$ cat src/rtl/uslp_pkg.sv
package uslp_pkg;

  typedef enum logic [1:0] {
    ST_AWAKE = 2'd0,
    ST_ARM   = 2'd1,
    ST_SLEEP = 2'd2
  } sleep_state_t;

endpackage

$ cat src/rtl/uslp_sync.sv
module uslp_sync #(
  parameter int unsigned W       = 1,
  parameter int unsigned STAGES  = 2,
  parameter logic [W-1:0] RST_VAL = '0
) (
  input  logic         clk,
  input  logic         rst_n,
  input  logic [W-1:0] d,
  output logic [W-1:0] q
);

  logic [W-1:0] stg [STAGES];

  for (genvar s = 0; s < STAGES; s++) begin : g_stage
    if (s == 0) begin : g_first
      always_ff @(posedge clk) begin
        if (!rst_n) stg[s] <= RST_VAL;
        else        stg[s] <= d;
      end
    end else begin : g_next
      always_ff @(posedge clk) begin
        if (!rst_n) stg[s] <= RST_VAL;
        else        stg[s] <= stg[s-1];
      end
    end
  end

  assign q = stg[STAGES-1];

endmodule

$ cat src/rtl/uslp_edge.sv
module uslp_edge #(
  parameter int unsigned W        = 1,
  parameter logic [W-1:0] RST_VAL = '0
) (
  input  logic         clk,
  input  logic         rst_n,
  input  logic [W-1:0] d,
  output logic         changed
);

  logic [W-1:0] prev_q;

  always_ff @(posedge clk) begin
    if (!rst_n) prev_q <= RST_VAL;
    else        prev_q <= d;
  end

  assign changed = |(d ^ prev_q);

endmodule

$ cat src/rtl/uslp_fsm.sv
module uslp_fsm
  import uslp_pkg::*;
#(
  parameter int unsigned ENTRY_DLY = 4
) (
  input  logic clk,
  input  logic rst_n,
  input  logic idle_ok,
  input  logic wake_evt,
  output logic asleep,
  output logic gate_en
);

  localparam int unsigned CNT_W = $clog2(ENTRY_DLY + 1);
  localparam logic [CNT_W-1:0] LAST = CNT_W'(ENTRY_DLY - 1);

  sleep_state_t state_q, state_d;
  logic [CNT_W-1:0] cnt_q, cnt_d;
  logic gate_q, gate_d;

  always_comb begin
    state_d = state_q;
    cnt_d   = cnt_q;
    unique case (state_q)
      ST_AWAKE: begin
        cnt_d = '0;
        if (idle_ok) state_d = ST_ARM;
      end
      ST_ARM: begin
        if (!idle_ok) begin
          state_d = ST_AWAKE;
          cnt_d   = '0;
        end else if (cnt_q == LAST) begin
          state_d = ST_SLEEP;
          cnt_d   = '0;
        end else begin
          cnt_d = cnt_q + 1'b1;
        end
      end
      ST_SLEEP: begin
        cnt_d = '0;
        if (wake_evt) state_d = ST_AWAKE;
      end
      default: begin
        state_d = ST_AWAKE;
        cnt_d   = '0;
      end
    endcase
    gate_d = (state_d != ST_SLEEP);
  end

  always_ff @(posedge clk) begin
    if (!rst_n) begin
      state_q <= ST_AWAKE;
      cnt_q   <= '0;
      gate_q  <= 1'b1;
    end else begin
      state_q <= state_d;
      cnt_q   <= cnt_d;
      gate_q  <= gate_d;
    end
  end

  assign asleep  = (state_q == ST_SLEEP);
  assign gate_en = gate_q;

endmodule

$ cat src/rtl/uslp_wake_irq.sv
module uslp_wake_irq (
  input  logic clk,
  input  logic rst_n,
  input  logic irq_en,
  input  logic asleep,
  input  logic wake_evt,
  output logic irq
);

  logic irq_q;

  always_ff @(posedge clk) begin
    if (!rst_n)                 irq_q <= 1'b0;
    else if (!irq_en)           irq_q <= 1'b0;
    else if (asleep && wake_evt) irq_q <= 1'b1;
  end

  assign irq = irq_q;

endmodule

$ cat src/rtl/uart_sleep_ctrl.sv
module uart_sleep_ctrl #(
  parameter int unsigned MODEM_W     = 4,
  parameter int unsigned IRQ_W       = 6,
  parameter int unsigned THR_IDX     = 1,
  parameter int unsigned ENTRY_DLY   = 4,
  parameter int unsigned SYNC_STAGES = 2
) (
  input  logic               clk,
  input  logic               rst_n,
  input  logic               sleep_en,
  input  logic               enh_en,
  input  logic               wake_irq_en,
  input  logic               rx_line,
  input  logic [MODEM_W-1:0] modem_in,
  input  logic               tx_fifo_empty,
  input  logic               tx_shift_empty,
  input  logic               rx_fifo_empty,
  input  logic [IRQ_W-1:0]   irq_pending,
  input  logic               tx_fifo_wr,
  output logic               clk_gate_en,
  output logic               asleep,
  output logic               wake_irq
);

  localparam logic [IRQ_W-1:0] BLOCK_MASK = ~(IRQ_W'(1) << THR_IDX);

  logic               rx_s;
  logic [MODEM_W-1:0] modem_s;
  logic               rx_chg, modem_chg;
  logic               wake_evt, idle_ok;

  uslp_sync #(.W(1), .STAGES(SYNC_STAGES), .RST_VAL(1'b1)) u_rx_sync (
    .clk(clk), .rst_n(rst_n), .d(rx_line), .q(rx_s)
  );

  uslp_sync #(.W(MODEM_W), .STAGES(SYNC_STAGES), .RST_VAL('0)) u_modem_sync (
    .clk(clk), .rst_n(rst_n), .d(modem_in), .q(modem_s)
  );

  uslp_edge #(.W(1), .RST_VAL(1'b1)) u_rx_edge (
    .clk(clk), .rst_n(rst_n), .d(rx_s), .changed(rx_chg)
  );

  uslp_edge #(.W(MODEM_W), .RST_VAL('0)) u_modem_edge (
    .clk(clk), .rst_n(rst_n), .d(modem_s), .changed(modem_chg)
  );

  assign wake_evt = rx_chg | modem_chg | tx_fifo_wr;

  assign idle_ok = sleep_en & enh_en & rx_s &
                   tx_fifo_empty & tx_shift_empty & rx_fifo_empty &
                   ~|(irq_pending & BLOCK_MASK) & ~wake_evt;

  uslp_fsm #(.ENTRY_DLY(ENTRY_DLY)) u_fsm (
    .clk(clk), .rst_n(rst_n), .idle_ok(idle_ok), .wake_evt(wake_evt),
    .asleep(asleep), .gate_en(clk_gate_en)
  );

  uslp_wake_irq u_wirq (
    .clk(clk), .rst_n(rst_n), .irq_en(wake_irq_en), .asleep(asleep),
    .wake_evt(wake_evt), .irq(wake_irq)
  );

endmodule

$ cat config.mk
export PLATFORM = sky130hd
export DESIGN_NAME = uart_sleep_ctrl
export DESIGN_NICKNAME = d
export VERILOG_FILES = /design/src/rtl/uslp_pkg.sv /design/src/rtl/uslp_sync.sv /design/src/rtl/uslp_edge.sv /design/src/rtl/uslp_fsm.sv /design/src/rtl/uslp_wake_irq.sv /design/src/rtl/uart_sleep_ctrl.sv
export SDC_FILE = /design/constraint.sdc
export NUM_CORES = 1
export LEC_CHECK = 0
export BUFFER_PORTS_ARGS = -buffer_cell sky130_fd_sc_hd__buf_2
export CORE_MARGIN = 3
export CORE_UTILIZATION = 30
export DETAILED_ROUTE_END_ITERATION = 6
export SYNTH_ARGS = -nofsm -noshare
export SYNTH_HDL_FRONTEND = slang
export SYNTH_HIERARCHICAL = 1
export SYNTH_SLANG_ARGS = --single-unit
$ cat constraint.sdc
create_clock -name clk -period 4.2 [get_ports clk]
set_clock_uncertainty 0.05 [all_clocks]
set_input_delay 0.63 -clock clk [delete_from_list [all_inputs] [get_ports clk]]
set_output_delay 0.63 -clock clk [all_outputs]
set_load 0.01 [all_outputs]
# Word-level counts from Yosys, hierarchy flattened
# Memories as Yosys holds them, arrays and structs flattened.
# Index checks and enable logic that the tools add are counted.
# classes
n_bitwise,19
n_addsub,1
mux,11
div_mod_pow,0
n_shift,0
n_mul,0
order_cmp,0
n_reduce_logical,7
n_eq_ne,4
# op_table
operator,n
$mux 2,4
$mux 4,2
$reduce_or 4->1,2
$and 1x1->1,7
$or 1x1->1,6
$pmux 2 s3,1
$reduce_or 5->1,1
$mux 1,4
$not 1->1,4
$xor 4x4->4,1
$add 3x1->3 const B,1
$eq 3x2->1 const B,1
$eq 2x1->1 const B,1
$eq 2x2->1 const B,1
$logic_not 2->1,1
$ne 2x2->1 const B,1
$reduce_and 2->1,1
$logic_and 1x1->1,1
$logic_not 1->1,1
$xor 1x1->1,1
# word_totals
memories,2
word_cells,50
rom_bits,0
ram_bits,10
latchBits,0
register_bits,12
output_inout_bits,3
in_bits,20
# mem_list
name,depth,width,read_ports,rd_clocked_by_memory_dff,write_ports,line,source
u_modem_sync.stg,2,4,2,0,2,uslp_sync.sv:12,logic [W-1:0] stg [STAGES];
u_rx_sync.stg,2,1,2,0,2,uslp_sync.sv:12,

# Longest topological paths before layout
# Gate-level depths: netlist (run 1).
# logic_depth
word_depth,10
mapped_depth,6
depth_no_buf,6

# Modules after synthesis
# The synthesis (run 1) kept the hierarchy.
# modules_own_cells
mod,cells_each,area_each_um2,instances,seq_area_each_um2
uslp_fsm,21,226.5,1,120.1
uslp_sync at u_modem_sync,16,210.2,1,160.2
uslp_edge at u_modem_edge,13,147.6,1,80.1
uslp_sync at u_rx_sync,4,52.6,1,40.0
uart_sleep_ctrl,5,47.5,1,0.0
uslp_edge at u_rx_edge,3,35.0,1,20.0
uslp_wake_irq,4,32.5,1,20.0

# Worst setup path before layout (run 1)
# No wires, ideal clock.
# synth_timing
kind,input -> register
startpoint,input tx_fifo_wr
endpoint,register u_fsm.gate_q (netlist: u_fsm/gate_en)
required_time_ns,4.026
cell_stages,4
slack_ns,2.464
n_path_buf,0
setup_time_ns,0.124
t_arrival_ns,1.562
path_cell_list,or3_4 > nor4_2 > and4b_2 > o21ai_0
# synth_between
elab_chain_cells,6
word_cells_on_any_way,8
cone_classes,eq/ne (1); mux (4); bitwise (3)
# synth_lines
element,line,source
"start, declared",uart_sleep_ctrl.sv:19,"input logic tx_fifo_wr,"
$or 1x1->1 *,uart_sleep_ctrl.sv:48,assign wake_evt = rx_chg | modem_chg | tx_fifo_wr;
$not 1->1 *,uart_sleep_ctrl.sv:52,~|(irq_pending & BLOCK_MASK) & ~wake_evt;
$and 1x1->1 *,uart_sleep_ctrl.sv:52,
net idle_ok,uart_sleep_ctrl.sv:30,"logic wake_evt, idle_ok;"
"$mux 2, on equally long branches","uslp_fsm.sv:30, uslp_fsm.sv:27",
$pmux 2 s3 *,uslp_fsm.sv:24,unique case (state_q)
$ne 2x2->1 *,uslp_fsm.sv:49,gate_d = (state_d != ST_SLEEP);
"end signal, assigned",uslp_fsm.sv:60,gate_q <= gate_d;
"end, declared",uslp_fsm.sv:19,"logic gate_q, gate_d;"
# Mark *: on every way through the listed nets, which the timed path passes. The rest lies on a longest branch.
# A chain may end at the register's enable or synchronous reset.

==> out/metrics.yaml, run 1 <==
critical_path:
  slowest_stage: "or3_4"
  cp_top_family: "simple AND/OR/NAND/NOR gates"
  cp.buffers_inverters: 0
  critPathKind: "reg2reg"
  crit_chain: "xnor2_1 > nand4_1 > or3_4 > nor4_2 > and4b_2 > o21ai_0"
  start_kind: "register"
  worstPathArrival_ns: 1.97
  cp.required_ns: 4.33
  max_stage_delay_ns: 0.41
  crit_fanout: 3
  endpoint_kind: "register"
synth:
  yosys_warnings: 6
  synth_area_um2: 752
  ys_ff_latch: 22
  synth_area_leaders: "dfxtp_1 59%, and2_1 9.2%, xnor2_1 4.7%"
  ys_seq_area_share_pct: 58.6
  yosysUniqueCellTypes: 23
  netlist_instances: 66
  post-synth-top-area-cell: "dfxtp_1"
  postSynthAreaPerCell_um2: 11.4
  syn_nets: 88
  synth_top_area_share_pct: 58.6
die:
  start_util_pct: 32.7
  core_area_um2: 2300
  pin_count: 23
  die_h_um: 56.1
  die_x_um: 56.1
  dieArea_um2: 3140
  rows: 17
route:
  vias_per_cell: 4.19
  wl_per_cell_um: 9.62
  drtPass1Iterations: 4
  ant_nets: 0
  routed_wl_um: 1140
  drt-initial-drc-count: 5
  vias: 495
  route.detailed.drc: 0
timing:
  fin_tns_setup_ns: 0
  fmax_mhz: 544
  worst_slew_pin_slew_ns: 0.251
  post-route-min-period_ns: 1.84
  finalHoldViolations: 0
  final-setup-viol-count: 0
  period_share_pct: 43.8
  drv_slew: 0
  worst_hold_slack_ns: 0.368
  slew_headroom_pct: 83.1
  rsz0062_at_grt: "no"
placement:
  portBuffers: 21
  place.gp.congestion: 0.708
  dp_hpwl_um: 891
  placed_cells: 115
  dpl_cell_area_um2: 892
layout:
  fin_area_um2: 915
  postLayoutCoreUtil_pct: 39.8
  nets: 114
  drive_above_1_share_pct: 32.2
  synthToLayoutAreaGrowth_pct: 21.6
  antenna_cells: 0
  fillers: 248
  finalNonFillerCells: 118
clock_tree:
  post_cts_buffers: 0
  cts-root-buf: "clkbuf_4"
  clkSinkCount: 22
  cts_buffers: 3
  postCtsHoldBufs: 0
  cts_max_level: 1
  clk_latency_ns: 0.29
  cts_repair_resize_count: 0
  cts.path.max_buffers: 2
  clk_pin_slew_ns: 0.11
  cts_tree: "built"
run_status:
  outcome: "completed"
global_routing:
  grt_pass1_wl_um: 1860
  grt_remaining_overflow: 0
  antenna_found_initial: 0
  track_usage_pct: 7.87
  grt_pass1_vias: 487
  grt_start_max_net_pins: 20
flow_run:
  cap_violations: 0
power_and_ir_drop:
  max-vdd-ir-drop_mv: 0.142
  p_leak_nw: 0.376
  p_per_area_nw_per_um2: 356
min_path:
  min_path_type: "reg2reg"
[layout make-up]
cell class | count | area (um2) | share of cell area, %
multi-input cells | 42 | 304 | 33.2
inverters | 2 | 7.51 | 0.821
flip-flops and latches | 22 | 440 | 48.2
clock buffers | 3 | 22.5 | 2.46
well taps | 28 | 35.0 | 3.83
repair buffers | 21 | 105 | 11.5
[cells by family (layout without fill, tap and decap cells)]
kind of cell	Yosys count	after routing	share of synthesized area [%]
simple gates	31	31	28.3
buf+inv	2	26	0.999
fa+ha+maj	2	2	3.33
flops	22	22	58.6
compound gates	4	4	2.99
xor+xnor	5	5	5.82
[per-layer routing]
metal | wire length, um | vias up | global-route usage [%]
li1 | - | 268 | -
met1 | 514 | 208 | 7.97
met2 | 527 | 19 | 13.2
met3 | 93 | 0 | 2.55
met4 | 0 | 0 | 6.10
met5 | 0 | - | 0
[cells in the mapped netlist]
master     instances
a21oi_1            2
and2_1            11
and2_2             1
and2b_2            1
and4b_2            1
dfxtp_1           22
ha_1               2
inv_1              2
nand2_1            1
nand2b_1           4
nand3b_1           1
nand4_1            2
nand4bb_1          1
nor2_1             1
nor3_1             3
nor3b_1            1
nor4_2             1
o21a_1             1
o21ai_0            1
or3_1              1
or3_4              1
xnor2_1            4
xor2_1             1
[path summary, 6_finish.rpt]
path                                 end                               from  slack, ns  cells past startpoint
min reg2reg  u_rx_sync/stg[1]$_SDFF_PN1_        u_rx_sync/stg[0]$_SDFF_PN1_       0.37                      1
min          u_rx_sync/stg[1]$_SDFF_PN1_        u_rx_sync/stg[0]$_SDFF_PN1_       0.37                      1
max             u_fsm/gate_en$_SDFF_PN1_  u_modem_sync/stg[1][0]$_SDFF_PN0_       2.36                      6
max reg2reg     u_fsm/gate_en$_SDFF_PN1_  u_modem_sync/stg[1][0]$_SDFF_PN0_       2.36                      6
[through the flow]
stage	worst slack [ns]	total power, mW
after global routing	2.14	0.345
after global placement	2.27	0.241
after detailed placement	2.27	0.242
after floorplan	2.46	0.231
after CTS	2.32	0.332
final	2.36	0.326
[power breakdown]
part	total [mW]	internal [mW]	switching, mW	leakage [nW]
clock	0.0888	0.0334	0.0555	0.0138
sequential	0.216	0.214	0.00222	0.180
combinational	0.0204	0.0129	0.00746	0.182
[cells in the final DEF, fill, tap and decap left out, types with 3 or more instances in the layout]
cell type	instances
nand2b_1	4
xnor2_1	4
nor3_1	3
buf_2	21
clkbuf_4	3
and2_1	11
dfxtp_1	22
[state kept, by name (all words and copies together) (netlist names)]
signal	cells
u_rx_edge/prev_q	1
u_modem_sync/stg	8
u_fsm/state_q	2
u_rx_sync/stg	2
u_modem_edge/prev_q	4
u_fsm/cnt_q	3
u_wirq/irq	1
u_fsm/gate_en	1
No activity file was read; power rests on OpenSTA's default activity.
==> inputs of run 2 (changes only) <==
- clock period: 4.2 -> 1.7 ns (I/O delays scaled with it)
==> out/metrics.yaml, run 2 (synthesis gave the netlist of run 1 again) <==
layout:
  regMostFlops: "u_modem_sync/stg"
  reg_top3: "u_modem_sync/stg: 8 flops, u_modem_edge/prev_q: 4 flops, u_fsm/cnt_q: 3 flops"
  ff_latch_area_um2: 443  # +0.57%
  drive_above_1_share_pct: 37.0  # +4.7 points
  postLayoutCoreUtil_pct: 41.3  # +1.5 points
  final_common_cell: "buf_2"
  nets: 116  # +1.8%
  final_cell_mix: "21 x buf_2, 20 x dfxtp_1, 11 x and2_1"
  largest_reg_flops: 8  # unchanged
  fillers: 230  # -7.3%
  antenna_cells: 0  # unchanged
  multi_input_area_um2: 320  # +5.3%
  synthToLayoutAreaGrowth_pct: 26.1
global_routing:
  grt_pass1_vias: 505  # +3.7%
  grt_remaining_overflow: 0  # unchanged
  grt_start_max_net_pins: 20  # unchanged
  grt_pass1_wl_um: 2050  # +10%
  antenna_found_initial: 0  # unchanged
  track_usage_pct: 8.46  # +0.59 points
critical_path:
  crit_fanout: 2  # -1
  cp_top_family: "simple AND/OR/NAND/NOR gates"
  worstPathArrival_ns: 1.73  # -0.24 ns
  critPathKind: "reg2reg"
  start_kind: "register"
  cp.buffers_inverters: 0  # unchanged
  crit_chain: "xnor2_2 > nand4_1 > or3_4 > nor4_4 > and4b_2 > o21ai_0"
  max_stage_delay_ns: 0.36  # -0.05 ns
  endpoint_kind: "register"
  cp.depth: 6  # unchanged
  cp.required_ns: 1.83  # -2.50 ns
  slowest_stage: "or3_4"
  rr_worst_depth: 6  # unchanged
route:
  vias_per_cell: 4.15  # -1.1%
  drt-initial-drc-count: 4  # -1
  wl_per_cell_um: 9.84  # +2.3%
  drtPass1Iterations: 2  # -2
  route.detailed.drc: 0  # unchanged
  vias: 498  # +0.61%
  ant_nets: 0  # unchanged
  routed_wl_um: 1180  # +4.1%
clock_tree:
  cts_buffers: 3  # unchanged
  clk_pin_slew_ns: 0.11  # about the same
  clk_latency_ns: 0.29  # about the same
  cts-root-buf: "clkbuf_4"
  cts_tree: "built"
  cts.path.max_buffers: 2  # unchanged
  post_cts_buffers: 0  # unchanged
  cts_max_level: 1  # unchanged
  postCtsHoldBufs: 0  # unchanged
  clkSinkCount: 22  # unchanged
timing:
  rsz0062_at_grt: "yes"
  slew_headroom_pct: 83.5  # +0.39 points
  post-route-min-period_ns: 1.61  # -0.233 ns
  period_share_pct: 94.4  # +51 points
  finalHoldViolations: 0  # unchanged
  drv_slew: 0  # unchanged
  worst_slew_pin_slew_ns: 0.247  # -0.00383 ns
  fmax_mhz: 623  # +15%
  fin_ws_ns: 0.0947  # -2.27 ns
  final-setup-viol-count: 0  # unchanged
min_path:
  min_path_type: "in2reg"
  whs_path_depth: 2  # +1
placement:
  place_ws_ns: -0.166  # -2.43 ns
  portBuffers: 21  # unchanged
  place.gp.congestion: 0.740  # +4.4%
power_and_ir_drop:
  p_comb_share_pct: 7.1  # +0.8 points
  p_leak_nw: 0.398  # +5.8%
  switching_share_pct: 20.0  # about the same
  max-vdd-ir-drop_mv: 0.323  # +130%
  seqPwrFrac_pct: 66.0  # -0.5 points
  clkPwrFrac_pct: 26.8  # -0.5 points
  power_mw: 0.811  # +150%
  p_int_mw: 0.649  # +150%
  p_per_area_nw_per_um2: 855  # +140%
  p_switching_mw: 0.162  # +150%
run_status:
  outcome: "completed"
die:
  die_h_um: 56.1  # unchanged
  die_x_um: 56.1  # unchanged
  rows: 17  # unchanged
  dieArea_um2: 3140  # unchanged
  pin_count: 23  # unchanged
  core_area_um2: 2300  # unchanged
  start_util_pct: 32.7  # unchanged
flow_run:
  cap_violations: 0  # unchanged
## run 2: cell count changes in the layout (fill, tap and decap cells not counted), sizes merged
cell  before  now
buf       21   23
## run 2: metal layers
metal  wire [um]  part of all wire (%)  track usage (%)
met3         113                   9.6             3.02
met1         501                    42             8.87
met5           0                     0                0
met2         544                    46             13.9
met4          21                   1.8             6.10
## run 2: path summary, 6_finish.rpt
kind | start | slack (ns) | end
hold reg to reg | u_rx_sync/stg[0]$_SDFF_PN1_ | 0.37 | u_rx_sync/stg[1]$_SDFF_PN1_
hold / removal | rx_line | 0.09 | u_rx_sync/stg[0]$_SDFF_PN1_
setup reg to reg | u_modem_edge/prev_q[0]$_SDFF_PN0_ | 0.09 | u_fsm/gate_en$_SDFF_PN1_
setup / recovery | u_modem_edge/prev_q[0]$_SDFF_PN0_ | 0.09 | u_fsm/gate_en$_SDFF_PN1_
## run 2: layout make-up
cell class,count,area share [%]
repair buffers,23,12.7
flip-flops and latches,22,46.7
well taps,28,3.69
multi-input cells,42,33.8
inverters,2,0.792
clock buffers,3,2.37
## run 2: timing repair
action                     in CTS  in global routing
setup endpoints to repair       6                  6
pin swaps                       3                  1
gates resized for setup         2                  2
## run 2: through the flow
step	hold WS, ns	std cells	TNS [ns]	cell area [um2]
2_1_floorplan	0.278	66	0	752
3_3_place_gp	0.341	117	-0.533	907
3_5_place_dp	0.341	117	-0.781	907
4_1_cts	0.0763	120	0	940
5_1_grt	0.0828	120	-0.174	948
6_report	0.0873	120	0	948
## run 2: power by group through the flow
stage	Sequential [mW]	Clock [mW]	Combinational (mW)
final	0.535	0.218	0.0578
after global routing	0.537	0.255	0.0659
after CTS	0.535	0.231	0.0585
after detailed placement	0.547	0	0.0564
after global placement	0.546	0	0.0550
after floorplan	0.545	0	0.0247
==> inputs of run 3 (changes only) <==
- ABC_AREA: not set -> 1
==> out/metrics.yaml, run 3 <==
layout:
  antenna_cells: 0  # unchanged
  regMostFlops: "u_modem_sync/stg"
  final_cell_mix: "43 x nand2_1, 36 x inv_1, 21 x buf_2"
  nets: 172  # +48%
  ff_latch_area_um2: 447  # +0.85%
  largest_reg_flops: 8  # unchanged
  final_common_cell: "nand2_1"
  fillers: 284  # +23%
  multi_input_area_um2: 292  # -9.0%
  reg_top3: "u_modem_sync/stg: 8 flops, u_modem_edge/prev_q: 4 flops, u_fsm/cnt_q: 3 flops"
  synthToLayoutAreaGrowth_pct: 20.8
  drive_above_1_share_pct: 25.5  # -11 points
timing:
  drv_slew: 0  # unchanged
  finalHoldViolations: 0  # unchanged
  period_share_pct: 88.4  # -6.1 points
  post-route-min-period_ns: 1.50  # -0.103 ns
  fmax_mhz: 666  # +6.9%
  slew_headroom_pct: 78.4  # -5.1 points
  fin_ws_ns: 0.198  # +0.103 ns
  final-setup-viol-count: 0  # unchanged
  worst_slew_pin_slew_ns: 0.324  # +0.0770 ns
  rsz0062_at_grt: "yes"
power_and_ir_drop:
  p_leak_nw: 0.614  # +54%
  seqPwrFrac_pct: 61.1  # -4.9 points
  clkPwrFrac_pct: 31.9  # +5.1 points
  p_per_area_nw_per_um2: 828  # -3.2%
  max-vdd-ir-drop_mv: 0.490  # +52%
  p_switching_mw: 0.188  # +16%
  p_comb_share_pct: 7.1  # about the same
  p_int_mw: 0.690  # +6.4%
  power_mw: 0.878  # +8.3%
  switching_share_pct: 21.4  # +1.4 points
synth:
  yosysMostFrequentCell: "nand2_1"
  synth_area_leaders: "dfxtp_1 50%, nand2_1 18%, inv_1 16%"
  yosys_warnings: 6  # unchanged
  synthTopCellsByCount: "43 x nand2_1, 37 x inv_1, 22 x dfxtp_1, 8 x nor2_1, 4 x nor3_1"
  synth_edf_count: 0  # unchanged
  yosysUniqueCellTypes: 13  # -43%
  synth_area_um2: 878  # +17%
  netlist_instances: 125  # +89%
  ys_seq_area_share_pct: 50.1  # -8.4 points
  postSynthAreaPerCell_um2: 7.03  # -38%
  synth_top_area_share_pct: 50.1  # -8.4 points
  syn_nets: 147  # +67%
  async_flop_share_pct: 0  # unchanged
  synth_flop_cell: "dfxtp_1"
  ys_ff_latch: 22  # unchanged
  post-synth-top-area-cell: "dfxtp_1"
die:
  dieArea_um2: 3610  # +15%
  die_h_um: 60.1  # +7.2%
  start_util_pct: 33.3  # +0.60 points
  core_area_um2: 2640  # +15%
  die_x_um: 60.1  # +7.2%
  pin_count: 23  # unchanged
  rows: 18  # +1
clock_tree:
  clk_latency_ns: 0.30  # about the same
  cts_tree: "built"
  cts-root-buf: "clkbuf_4"
  clkSinkCount: 22  # unchanged
  cts_buffers: 3  # unchanged
  post_cts_buffers: 0  # unchanged
  clk_pin_slew_ns: 0.12  # about the same
  cts_max_level: 1  # unchanged
  cts.path.max_buffers: 2  # unchanged
min_path:
  whs_path_depth: 3  # +1
  hold_end: "u_rx_sync/stg[0]$_SDFF_PN1_"
  hold_start: "rx_line"
  min_path_type: "in2reg"
critical_path:
  critPathKind: "reg2reg"
  start_kind: "register"
  worstPathArrival_ns: 1.64  # -0.09 ns
  rr_worst_depth: 13  # +7
  endpoint_kind: "register"
  cp.required_ns: 1.84  # about the same
  crit_fanout: 3  # +1
  r2r-start: "u_modem_sync/stg[1][0]$_SDFF_PN0_"
  r2r_slack_ns: 0.20  # +0.10 ns
  r2r_end: "u_fsm/gate_en$_SDFF_PN1_"
route:
  drtPass1Iterations: 3  # +1
  routed_wl_um: 1350  # +14%
  route.detailed.drc: 0  # unchanged
  wl_per_cell_um: 7.55  # -23%
  vias: 690  # +39%
  ant_nets: 0  # unchanged
  vias_per_cell: 3.85  # -7.1%
  drt-initial-drc-count: 14  # +10
placement:
  portBuffers: 21  # unchanged
  place_ws_ns: 0.117  # +0.283 ns
  place.gp.congestion: 0.705  # -4.8%
  dp_hpwl_um: 1040
flow_run:
  cap_violations: 0  # unchanged
global_routing:
  track_usage_pct: 8.31  # -0.15 points
  grt_start_max_net_pins: 20  # unchanged
  grt_remaining_overflow: 0  # unchanged
  grt_pass1_vias: 601  # +19%
  grt_pass1_wl_um: 2270  # +11%
  antenna_found_initial: 0  # unchanged
run_status:
  outcome: "completed"
## run 3: cell types whose count changed after synthesis, moves of 2 or more
cell      delta
a21oi_1      -2
a21oi_2      +2
and2_1      -11
inv_1       +35
nand2_1     +42
nand2_2      +2
nand2b_1     -4
nand4_1      -2
nor2_1       +7
xnor2_1      -4
## run 3: how the worst max path moves through the flow
stage,slack [ns],to,cells past startpoint,start
4_1_cts,0.08,u_fsm/gate_en$_SDFF_PN1_,13,u_modem_sync/stg[1][1]$_SDFF_PN0_
3_3_place_gp,0.13,u_fsm/gate_en$_SDFF_PN1_,13,u_modem_sync/stg[1][1]$_SDFF_PN0_
2_1_floorplan,0.27,u_fsm/gate_en$_SDFF_PN1_,13,u_modem_sync/stg[1][1]$_SDFF_PN0_
6_report,0.20,u_fsm/gate_en$_SDFF_PN1_,13,u_modem_sync/stg[1][0]$_SDFF_PN0_
5_1_grt,-0.005,u_fsm/gate_en$_SDFF_PN1_,13,u_modem_sync/stg[1][1]$_SDFF_PN0_
3_5_place_dp,0.12,u_fsm/gate_en$_SDFF_PN1_,13,u_modem_sync/stg[1][1]$_SDFF_PN0_
## run 3: through the flow
stage	setup TNS, ns	util, %	instances	hold WS [ns]	cell area, um2
floorplan	0	-	125	0.274	878
global placement	0	38.6	175	0.334	1020
detailed placement	0	38.6	175	0.338	1020
CTS	0	39.9	179	0.0521	1050
global route	-0.00467	40.3	179	0.0431	1060
finish	0	40.3	179	0.0696	1060
## run 3: area by class of cell
type                       count  area share (%)
tap                           30            3.54
clock buffer                   4            3.42
multi-input combinational     64            27.5
timing repair buffer          21            9.91
inverter                      38            13.6
sequential                    22            42.1
## run 3: layer usage
layer | track usage [%] | part of all wire, %
met1 | 9.60 | 47
met2 | 13.7 | 43
met3 | 3.46 | 9.3
met4 | 2.85 | 0
met5 | 0 | 0
## run 3: what timing repair did
item	in CTS	in global routing
gates resized for setup	0	7
hold buffers	0	0
hold endpoints to repair	0	0
endpoints found under the setup margin	0	3
## run 3: cells by family after synthesis
family	share of synthesized area [%]
buffers and inverters	17.0
adder cells (fa/ha/maj)	2.85
AND/OR/NAND/NOR	28.1
AO/OA/AOI/OAI	1.99
flip-flops	50.1
## run 3: worst max-delay path: stages (launching register included)
cell and delay, ns:
dfxtp_1 0.37, inv_1 0.05, nand2_1 0.05, nand2_1 0.05, nor2_1 0.08, nand2_1 0.08, nor3_2 0.13, nand2_1 0.08
nor2_2 0.13, inv_1 0.06, nor2_1 0.11, nand2_2 0.07, nand2_1 0.06, nand2_1 0.05
## run 3: power by group through the flow
stage               registers (mW)  logic (mW)  clock network [mW]
detailed placement           0.547      0.0628                   0
global route                 0.539      0.0742               0.328
CTS                          0.536      0.0632               0.300
global placement             0.547      0.0613                   0
finish                       0.536      0.0619               0.280
floorplan                    0.546      0.0354                   0
